===== config.mk =====
export PLATFORM = sky130hd
export DESIGN_NAME = tmr_flag_unit
export DESIGN_NICKNAME = d
export VERILOG_FILES = /design/src/rtl/tfu_pkg.sv /design/src/rtl/tfu_decode.sv /design/src/rtl/tfu_flag_cell.sv /design/src/rtl/tfu_readback.sv /design/src/rtl/tmr_flag_unit.sv
export SDC_FILE = /design/constraint.sdc
export NUM_CORES = 1
export LEC_CHECK = 0
export ABC_AREA = 0
export BUFFER_PORTS_ARGS = -buffer_cell sky130_fd_sc_hd__buf_2
export CORE_AREA = 10 10 80 55
export DETAILED_ROUTE_END_ITERATION = 10
export DIE_AREA = 0 0 90 65
export PLACE_DENSITY = 0.78
export SYNTH_ARGS = -nofsm -noshare
export SYNTH_HDL_FRONTEND = slang
export SYNTH_SLANG_ARGS = --single-unit

===== constraint.sdc =====
create_clock -name clk -period 1.2 [get_ports clk]
set_input_delay 0 -clock clk [delete_from_list [all_inputs] [get_ports clk]]
set_output_delay 0 -clock clk [all_outputs]
set_load 0.02 [all_outputs]

===== src/rtl/tfu_pkg.sv =====
package tfu_pkg;
  localparam int CNT_LO_OFS  = 'h04;
  localparam int CNT_HI_OFS  = 'h05;
  localparam int CHFLAG_OFS  = 'h0E;
  localparam int OVFFLAG_OFS = 'h0F;
  localparam int CHDATA_BASE = 'h10;
  localparam int CHDATA_STEP = 2;
endpackage


===== src/rtl/tfu_decode.sv =====
module tfu_decode #(
  parameter int NCH    = 8,
  parameter int ADDR_W = 8
) (
  input  logic [ADDR_W-1:0] addr,
  output logic [NCH-1:0]    ch_hit,
  output logic              chflag_hit,
  output logic              ovfflag_hit,
  output logic              cnt_hit
);
  import tfu_pkg::*;

  localparam logic [ADDR_W-1:0] PAIR_MASK = ~ADDR_W'(1);

  assign chflag_hit  = (addr == ADDR_W'(CHFLAG_OFS));
  assign ovfflag_hit = (addr == ADDR_W'(OVFFLAG_OFS));
  assign cnt_hit     = (addr == ADDR_W'(CNT_LO_OFS)) || (addr == ADDR_W'(CNT_HI_OFS));

  for (genvar n = 0; n < NCH; n++) begin : g_ch
    localparam logic [ADDR_W-1:0] HI_OFS = ADDR_W'(CHDATA_BASE + CHDATA_STEP * n);
    assign ch_hit[n] = ((addr & PAIR_MASK) == HI_OFS);
  end
endmodule


===== src/rtl/tfu_flag_cell.sv =====
module tfu_flag_cell (
  input  logic clk,
  input  logic rst,
  input  logic set_i,
  input  logic clr_i,
  output logic flag_o
);
  always_ff @(posedge clk) begin
    if (rst) flag_o <= 1'b0;
    else     flag_o <= set_i | (flag_o & ~clr_i);
  end
endmodule


===== src/rtl/tfu_readback.sv =====
module tfu_readback #(
  parameter int NCH    = 8,
  parameter int DATA_W = 8
) (
  input  logic              clk,
  input  logic              rst,
  input  logic              rd_en,
  input  logic              chflag_hit,
  input  logic              ovfflag_hit,
  input  logic [NCH-1:0]    ch_flag,
  input  logic              ovf_flag,
  output logic [DATA_W-1:0] rdata
);
  localparam int OVF_BIT = DATA_W - 1;

  logic [DATA_W-1:0] sel;

  always_comb begin
    sel = '0;
    if (chflag_hit)  sel = DATA_W'(ch_flag);
    if (ovfflag_hit) sel[OVF_BIT] = ovf_flag;
  end

  always_ff @(posedge clk) begin
    if (rst)        rdata <= '0;
    else if (rd_en) rdata <= sel;
  end
endmodule


===== src/rtl/tmr_flag_unit.sv =====
module tmr_flag_unit #(
  parameter int NCH    = 8,
  parameter int ADDR_W = 8,
  parameter int DATA_W = 8
) (
  input  logic              clk,
  input  logic              rst,
  input  logic [ADDR_W-1:0] addr,
  input  logic              rd_en,
  input  logic              wr_en,
  input  logic [DATA_W-1:0] wdata,
  output logic [DATA_W-1:0] rdata,
  input  logic [NCH-1:0]    ch_evt,
  input  logic              ovf_evt,
  input  logic              fast_clr_en,
  input  logic [NCH-1:0]    ch_is_oc,
  input  logic [NCH-1:0]    ch_ie,
  input  logic              ovf_ie,
  output logic [NCH-1:0]    ch_irq,
  output logic              ovf_irq
);
  localparam int OVF_BIT = DATA_W - 1;

  logic [NCH-1:0] ch_hit;
  logic           chflag_hit, ovfflag_hit, cnt_hit;
  logic [NCH-1:0] ch_clr;
  logic [NCH-1:0] ch_flag_q;
  logic           ovf_clr, ovf_flag_q;

  tfu_decode #(.NCH(NCH), .ADDR_W(ADDR_W)) u_dec (
    .addr        (addr),
    .ch_hit      (ch_hit),
    .chflag_hit  (chflag_hit),
    .ovfflag_hit (ovfflag_hit),
    .cnt_hit     (cnt_hit)
  );

  for (genvar n = 0; n < NCH; n++) begin : g_flag
    logic w1c, fast;
    assign w1c  = wr_en & chflag_hit & wdata[n];
    assign fast = fast_clr_en & ch_hit[n] & (ch_is_oc[n] ? wr_en : rd_en);
    assign ch_clr[n] = w1c | fast;

    tfu_flag_cell u_cell (
      .clk    (clk),
      .rst    (rst),
      .set_i  (ch_evt[n]),
      .clr_i  (ch_clr[n]),
      .flag_o (ch_flag_q[n])
    );
  end

  assign ovf_clr = (wr_en & ovfflag_hit & wdata[OVF_BIT])
                 | (fast_clr_en & cnt_hit & (rd_en | wr_en));

  tfu_flag_cell u_ovf (
    .clk    (clk),
    .rst    (rst),
    .set_i  (ovf_evt),
    .clr_i  (ovf_clr),
    .flag_o (ovf_flag_q)
  );

  tfu_readback #(.NCH(NCH), .DATA_W(DATA_W)) u_rb (
    .clk         (clk),
    .rst         (rst),
    .rd_en       (rd_en),
    .chflag_hit  (chflag_hit),
    .ovfflag_hit (ovfflag_hit),
    .ch_flag     (ch_flag_q),
    .ovf_flag    (ovf_flag_q),
    .rdata       (rdata)
  );

  always_ff @(posedge clk) begin
    if (rst) begin
      ch_irq  <= '0;
      ovf_irq <= 1'b0;
    end else begin
      ch_irq  <= ch_flag_q & ch_ie;
      ovf_irq <= ovf_flag_q & ovf_ie;
    end
  end
endmodule


== Word level (Yosys, flattened, before mapping) ==
Index checks and enable logic that the tools add are counted.
Widths: inputs -> output; s select.

* RAM bits: 0
* Flip-flop bits (word level): 26
* Output and inout port bits: 17
* Bits of input ports: 47
* ROM bits: 0
* Memories kept: 0
* Word-level logic and storage cells: 103
* Bits in latches: 0

* Shift-type cells: 0
* $add $sub $neg: 0
* Multiplexer cells: 10
* $lt $le $gt $ge: 0
* Div/mod/pow operators: 0
* Multiply operators: 0
* Equal/unequal tests: 12
* Reduce and logical (&&, ||, !) cells: 1
* Bitwise operators: 68

{| class="wikitable"
|+ Operators by type and width
! cell !! number
|-
| $eq 7x4->1 const B || 8
|-
| $and 1x1->1 || 39
|-
| $or 1x1->1 || 19
|-
| $eq 8x3->1 const B || 2
|-
| $eq 8x4->1 const B || 2
|-
| $mux 1 || 9
|-
| $not 1->1 || 9
|-
| $and 8x8->8 || 1
|-
| $mux 8 || 1
|-
| $logic_or 1x1->1 || 1
|}

== Longest topological paths before layout ==
* Word-level depth: 8
* Gate-level depth with buffers: 5
* Mapped depth without buffers: 3

== By module ==
A second synthesis with hierarchy kept.

* Cells, all modules: 160
* Area, all modules: 1356.3 µm²

{| class="wikitable"
|+ By module, submodules not included
! module !! instances !! cells each !! sequential area each (µm²) !! area an instance (µm²)
|-
| tmr_flag_unit || 1 || 69 || 180.2 || 528.0
|-
| tfu_flag_cell || 9 || 4 || 20.0 || 38.8
|-
| tfu_readback || 1 || 36 || 160.2 || 341.6
|-
| tfu_decode || 1 || 19 || 0.0 || 137.6
|}

== Worst setup path after synthesis ==
No wires, ideal clock.

* Kind: input-to-reg
* Start point: in addr[5]
* End point: reg g_flag[7].u_cell.flag_o
* Setup time: 0.139 ns
* Cell stages on the path: 4
* Required time: 1.061 ns
* Arrival: 0.927 ns
* Setup slack: 0.133 ns
* Buffers on the path: 1
* Cell sequence: or3_1 buf_6 o41ai_2 a221oi_1

* Word-level cells in the longest chain between the ends: 7
* Elaborated cells between the ends (all ways): 10
* Classes of those cells: eq/ne (2); bitwise (8)

{| class="wikitable"
|+ RTL lines
! item !! line !! source
|-
| from (decl) || tmr_flag_unit.sv:8 || <nowiki>input logic [ADDR_W-1:0] addr,</nowiki>
|-
| $eq 8x4->1 or $eq 7x4->1 (tied branches) || tfu_decode.sv:15, tfu_decode.sv:21 ||
|-
| $and 1x1->1 (on tied branches) (2 in a row) || tmr_flag_unit.sv:40, tmr_flag_unit.sv:41 ||
|-
| $or 1x1->1 (*) || tmr_flag_unit.sv:42 || <nowiki>assign ch_clr[n] = w1c | fast;</nowiki>
|-
| $not 1->1 (*) || tfu_flag_cell.sv:10 || <nowiki>else flag_o <= set_i | (flag_o & ~clr_i);</nowiki>
|-
| $and 1x1->1 (*) || tfu_flag_cell.sv:10 ||
|-
| $or 1x1->1 (*) || tfu_flag_cell.sv:10 ||
|-
| to (signal assigned) || tfu_flag_cell.sv:10 ||
|-
| to (decl) || tfu_flag_cell.sv:6 || <nowiki>output logic flag_o</nowiki>
|}

Every way passes the cells marked *; elsewhere a longest branch is shown, timed or not.
A chain may end at the register's enable or synchronous reset.

== Worst setup path after layout ==
* Start point: in addr[5]
* End point: reg g_flag[5].u_cell.flag_o

* Word-level cells in the longest chain between the ends: 7
* Elaborated cells between the ends (all ways): 10
* Classes of those cells: eq/ne (2); bitwise (8)

{| class="wikitable"
|+ RTL lines
! item !! line
|-
| $eq 8x4->1 or $eq 7x4->1 (tied branches) || tfu_decode.sv:15, tfu_decode.sv:21
|-
| $and 1x1->1 (on tied branches) (2 in a row) || tmr_flag_unit.sv:40, tmr_flag_unit.sv:41
|-
| $or 1x1->1 (*) || tmr_flag_unit.sv:42
|-
| $not 1->1 (*) || tfu_flag_cell.sv:10
|-
| $and 1x1->1 (*) || tfu_flag_cell.sv:10
|-
| $or 1x1->1 (*) || tfu_flag_cell.sv:10
|-
| to (signal assigned) || tfu_flag_cell.sv:10
|-
| to (decl) || tfu_flag_cell.sv:6
|}

Marked as above.

==> out/results.txt <==
Fin Hold WS: 5.60 ps
Worst-path clk slew: 90 ps
unrepaired setup endpoints after global routing: no
RePlAce Congestion: 0.864
Setup Fix Bufs, Post-CTS: 0
Chip Height: 65 um
CTS sink count: 26
I/O Buffers: 63
actual slew at the worst max-slew pin: 454 ps
Initial Util: 0.421
vias in the first global route: 1239
io pins: 64
Reg area: 520 sq um
Worst-Skew Late Latency: 270 ps
# rows: 16
Hold Path Class: input port to register
origin of the critical flop-to-flop path: g_flag[7].u_cell.flag_o
Top FF cell, synth: dfxtp_1
Tcrit/Tclk final: 0.907
Switching Share: 0.228
synthesized flop and latch total: 26
Post-Place Cell Area: 1660 sq um
Final min period: 1090 ps
RR Endpoint: g_flag[7].u_cell.flag_o
Post-Route WL: 3.92 mm
Cell Area, Synth: 1270 sq um
antenna-violating nets left: 0
post-DP HPWL: 2.94 mm
share of cells above drive strength 1: 0.342
Power Total: 0.00197 W
CTS H-tree lvls: 1
Syn-to-layout area delta: 49.1%
max_cap viols: 0
total gr overflow: 0
drt pass-1 iters: 4
root buf cell: clkbuf_8
CP max FO: 9
CTS tree: done
Clock Skew: 1.25 ps
leak pwr: 0.910 nW
overall die area: 5850 sq um
Worst R2R Setup Slack: 330 ps
first-pass GRT wire length: 6.43 mm
EDFF count, synth: 0
crit path to: g_flag[5].u_cell.flag_o
max-slew violation count: 0
Worst Setup End Kind: register
Wirelength per Cell: 14.5 um
ys async rst share: 0
Final Instance Area: 1900 sq um
Via-to-Cell Ratio: 4.95
clock network power share: 0.363
status: finished, final reports clean
maximum clock rate: 0.918 GHz
crit start category: input port
Fin. Hold Viols: 0
P_int: 0.00152 W
CP required: 1350 ps
final core occ: 0.628
Via Count: 1337
Rel. slew slack: 0.698
synth warn: 0
GRT Util Overall: 0.130
largest net degree at the start of global routing: 27
VDD IR max: 0.397 mV
worst-case reg-to-reg path depth: 2
Cell variety after synth: 29
WS Path Type: input port to register
core area: 3020 sq um
initial antenna violation count: 0
CP arrival: 1240 ps
Logic pwr share: 0.169
Longest Clk Path Bufs: 2
Avg Cell Area, Syn: 8.78 sq um
Seq pwr share: 0.468
Gate Count Post-Synth: 145
Syn Nets: 192
Die Width: 90 um
DR DRC count: 0
Setup-failing EPs final: 0
pwr dens: 1040 nW/um^2
TritonCTS Buffers: 3
ant diodes: 0
Initial DRC Count: 78
critical path startpoint: addr[5]
Layout Nets: 273
Seq/Total Area, Yosys: 0.409
sw power: 0.000448 W
Fillers: 258
Multi-input gate area: 671 sq um
[final cells by class]
| type | instances | share of cell area |
|---|---|---|
| flip-flops and latches | 26 | 0.274 |
| multi-input cells | 100 | 0.353 |
| clock buffers | 3 | 0.0217 |
| inverters | 8 | 0.0158 |
| well taps | 45 | 0.0296 |
| repair buffers | 87 | 0.290 |
| clock inverters | 1 | 0.0158 |
[Yosys cell counts (3+ instances only)]
master / count / share of area
inv_1: 8 / 0.024
buf_2: 3 / 0.012
dfxtp_1: 26 / 0.41
nand3_1: 3 / 0.012
nor2b_1: 7 / 0.034
clkbuf_1: 7 / 0.021
o41ai_1: 7 / 0.048
nor2_1: 11 / 0.032
nand4_1: 7 / 0.034
nand2b_1: 10 / 0.049
a41o_1: 7 / 0.055
nand2_1: 10 / 0.029
mux2i_1: 9 / 0.071
a21oi_1: 15 / 0.059
[power groups by stage]
stage	sequential [W]	combinational [W]	clock (W)
floorplan	0.000944	0.000139	0
CTS	0.000919	0.000333	0.000728
finish	0.000920	0.000333	0.000715
detailed placement	0.000939	0.000288	0
global placement	0.000939	0.000285	0
global route	0.000924	0.000369	0.000770
[worst min path at each step]
stage | start | to | slack [ps] | cells past startpoint
3_5_place_dp | ch_ie[5] | ch_irq[5] | 220 | 3
2_1_floorplan | ch_ie[1] | ch_irq[1] | 110 | 2
3_3_place_gp | ch_ie[3] | ch_irq[3] | 210 | 3
6_report | ovf_evt | u_ovf.flag_o | 6 | 3
5_1_grt | ovf_evt | u_ovf.flag_o | 7 | 3
4_1_cts | ovf_evt | u_ovf.flag_o | 6 | 3
[what timing repair did]
| item | in CTS | in global routing |
|---|---|---|
| hold buffers | 17 | 0 |
| endpoints found under the hold margin | 17 | 0 |
| gates resized for setup | 0 | 0 |
| endpoints found under the setup margin | 0 | 0 |
[through the flow]
step           std cells  setup TNS (ps)  setup slack (ps)
2_1_floorplan        145               0               133
3_3_place_gp         249            -380             -67.3
3_5_place_dp         249            -698              -130
4_1_cts              270               0               136
5_1_grt              270               0              57.6
6_report             270               0               111
[state kept, by name (all words and copies together), names as in the netlist]
signal	cells
ch_irq	8
g_flag.u_cell.flag_o	8
ovf_irq	1
u_ovf.flag_o	1
u_rb.rdata	8
[layout by cell type (no fill, tap or decap), types with 3 or more instances in the layout]
cell           instances
buf_4                  6
o41ai_1                7
inv_1                  8
nor2_1                11
mux2i_1                9
nand3_1                3
nand4_1                7
buf_2                 63
nand2b_1              10
a41o_1                 7
nor2b_1                7
dlygate4sd3_1         17
dfxtp_1               26
clkbuf_8               3
a21oi_1               15
nand2_1               10
[critical path: stages]
cell and delay, ps:
buf_2 100, or3_1 530, o41ai_1 480, a21oi_1 130
[kinds of logic after synthesis]
logic type,synth area share
simple gates,0.263
compound gates,0.193
buf+inv,0.0648
mux,0.0707
flops,0.409
[routing by layer]
layer  GRT usage  routed length (um)  vias to the layer above
met4      0.0257                  18                        0
met3      0.0529                 369                        4
met5           0                   0                        -
met1       0.184                1920                      576
met2       0.180                1600                       64
li1            -                   -                      693
Power figures use the tool's default switching activity.
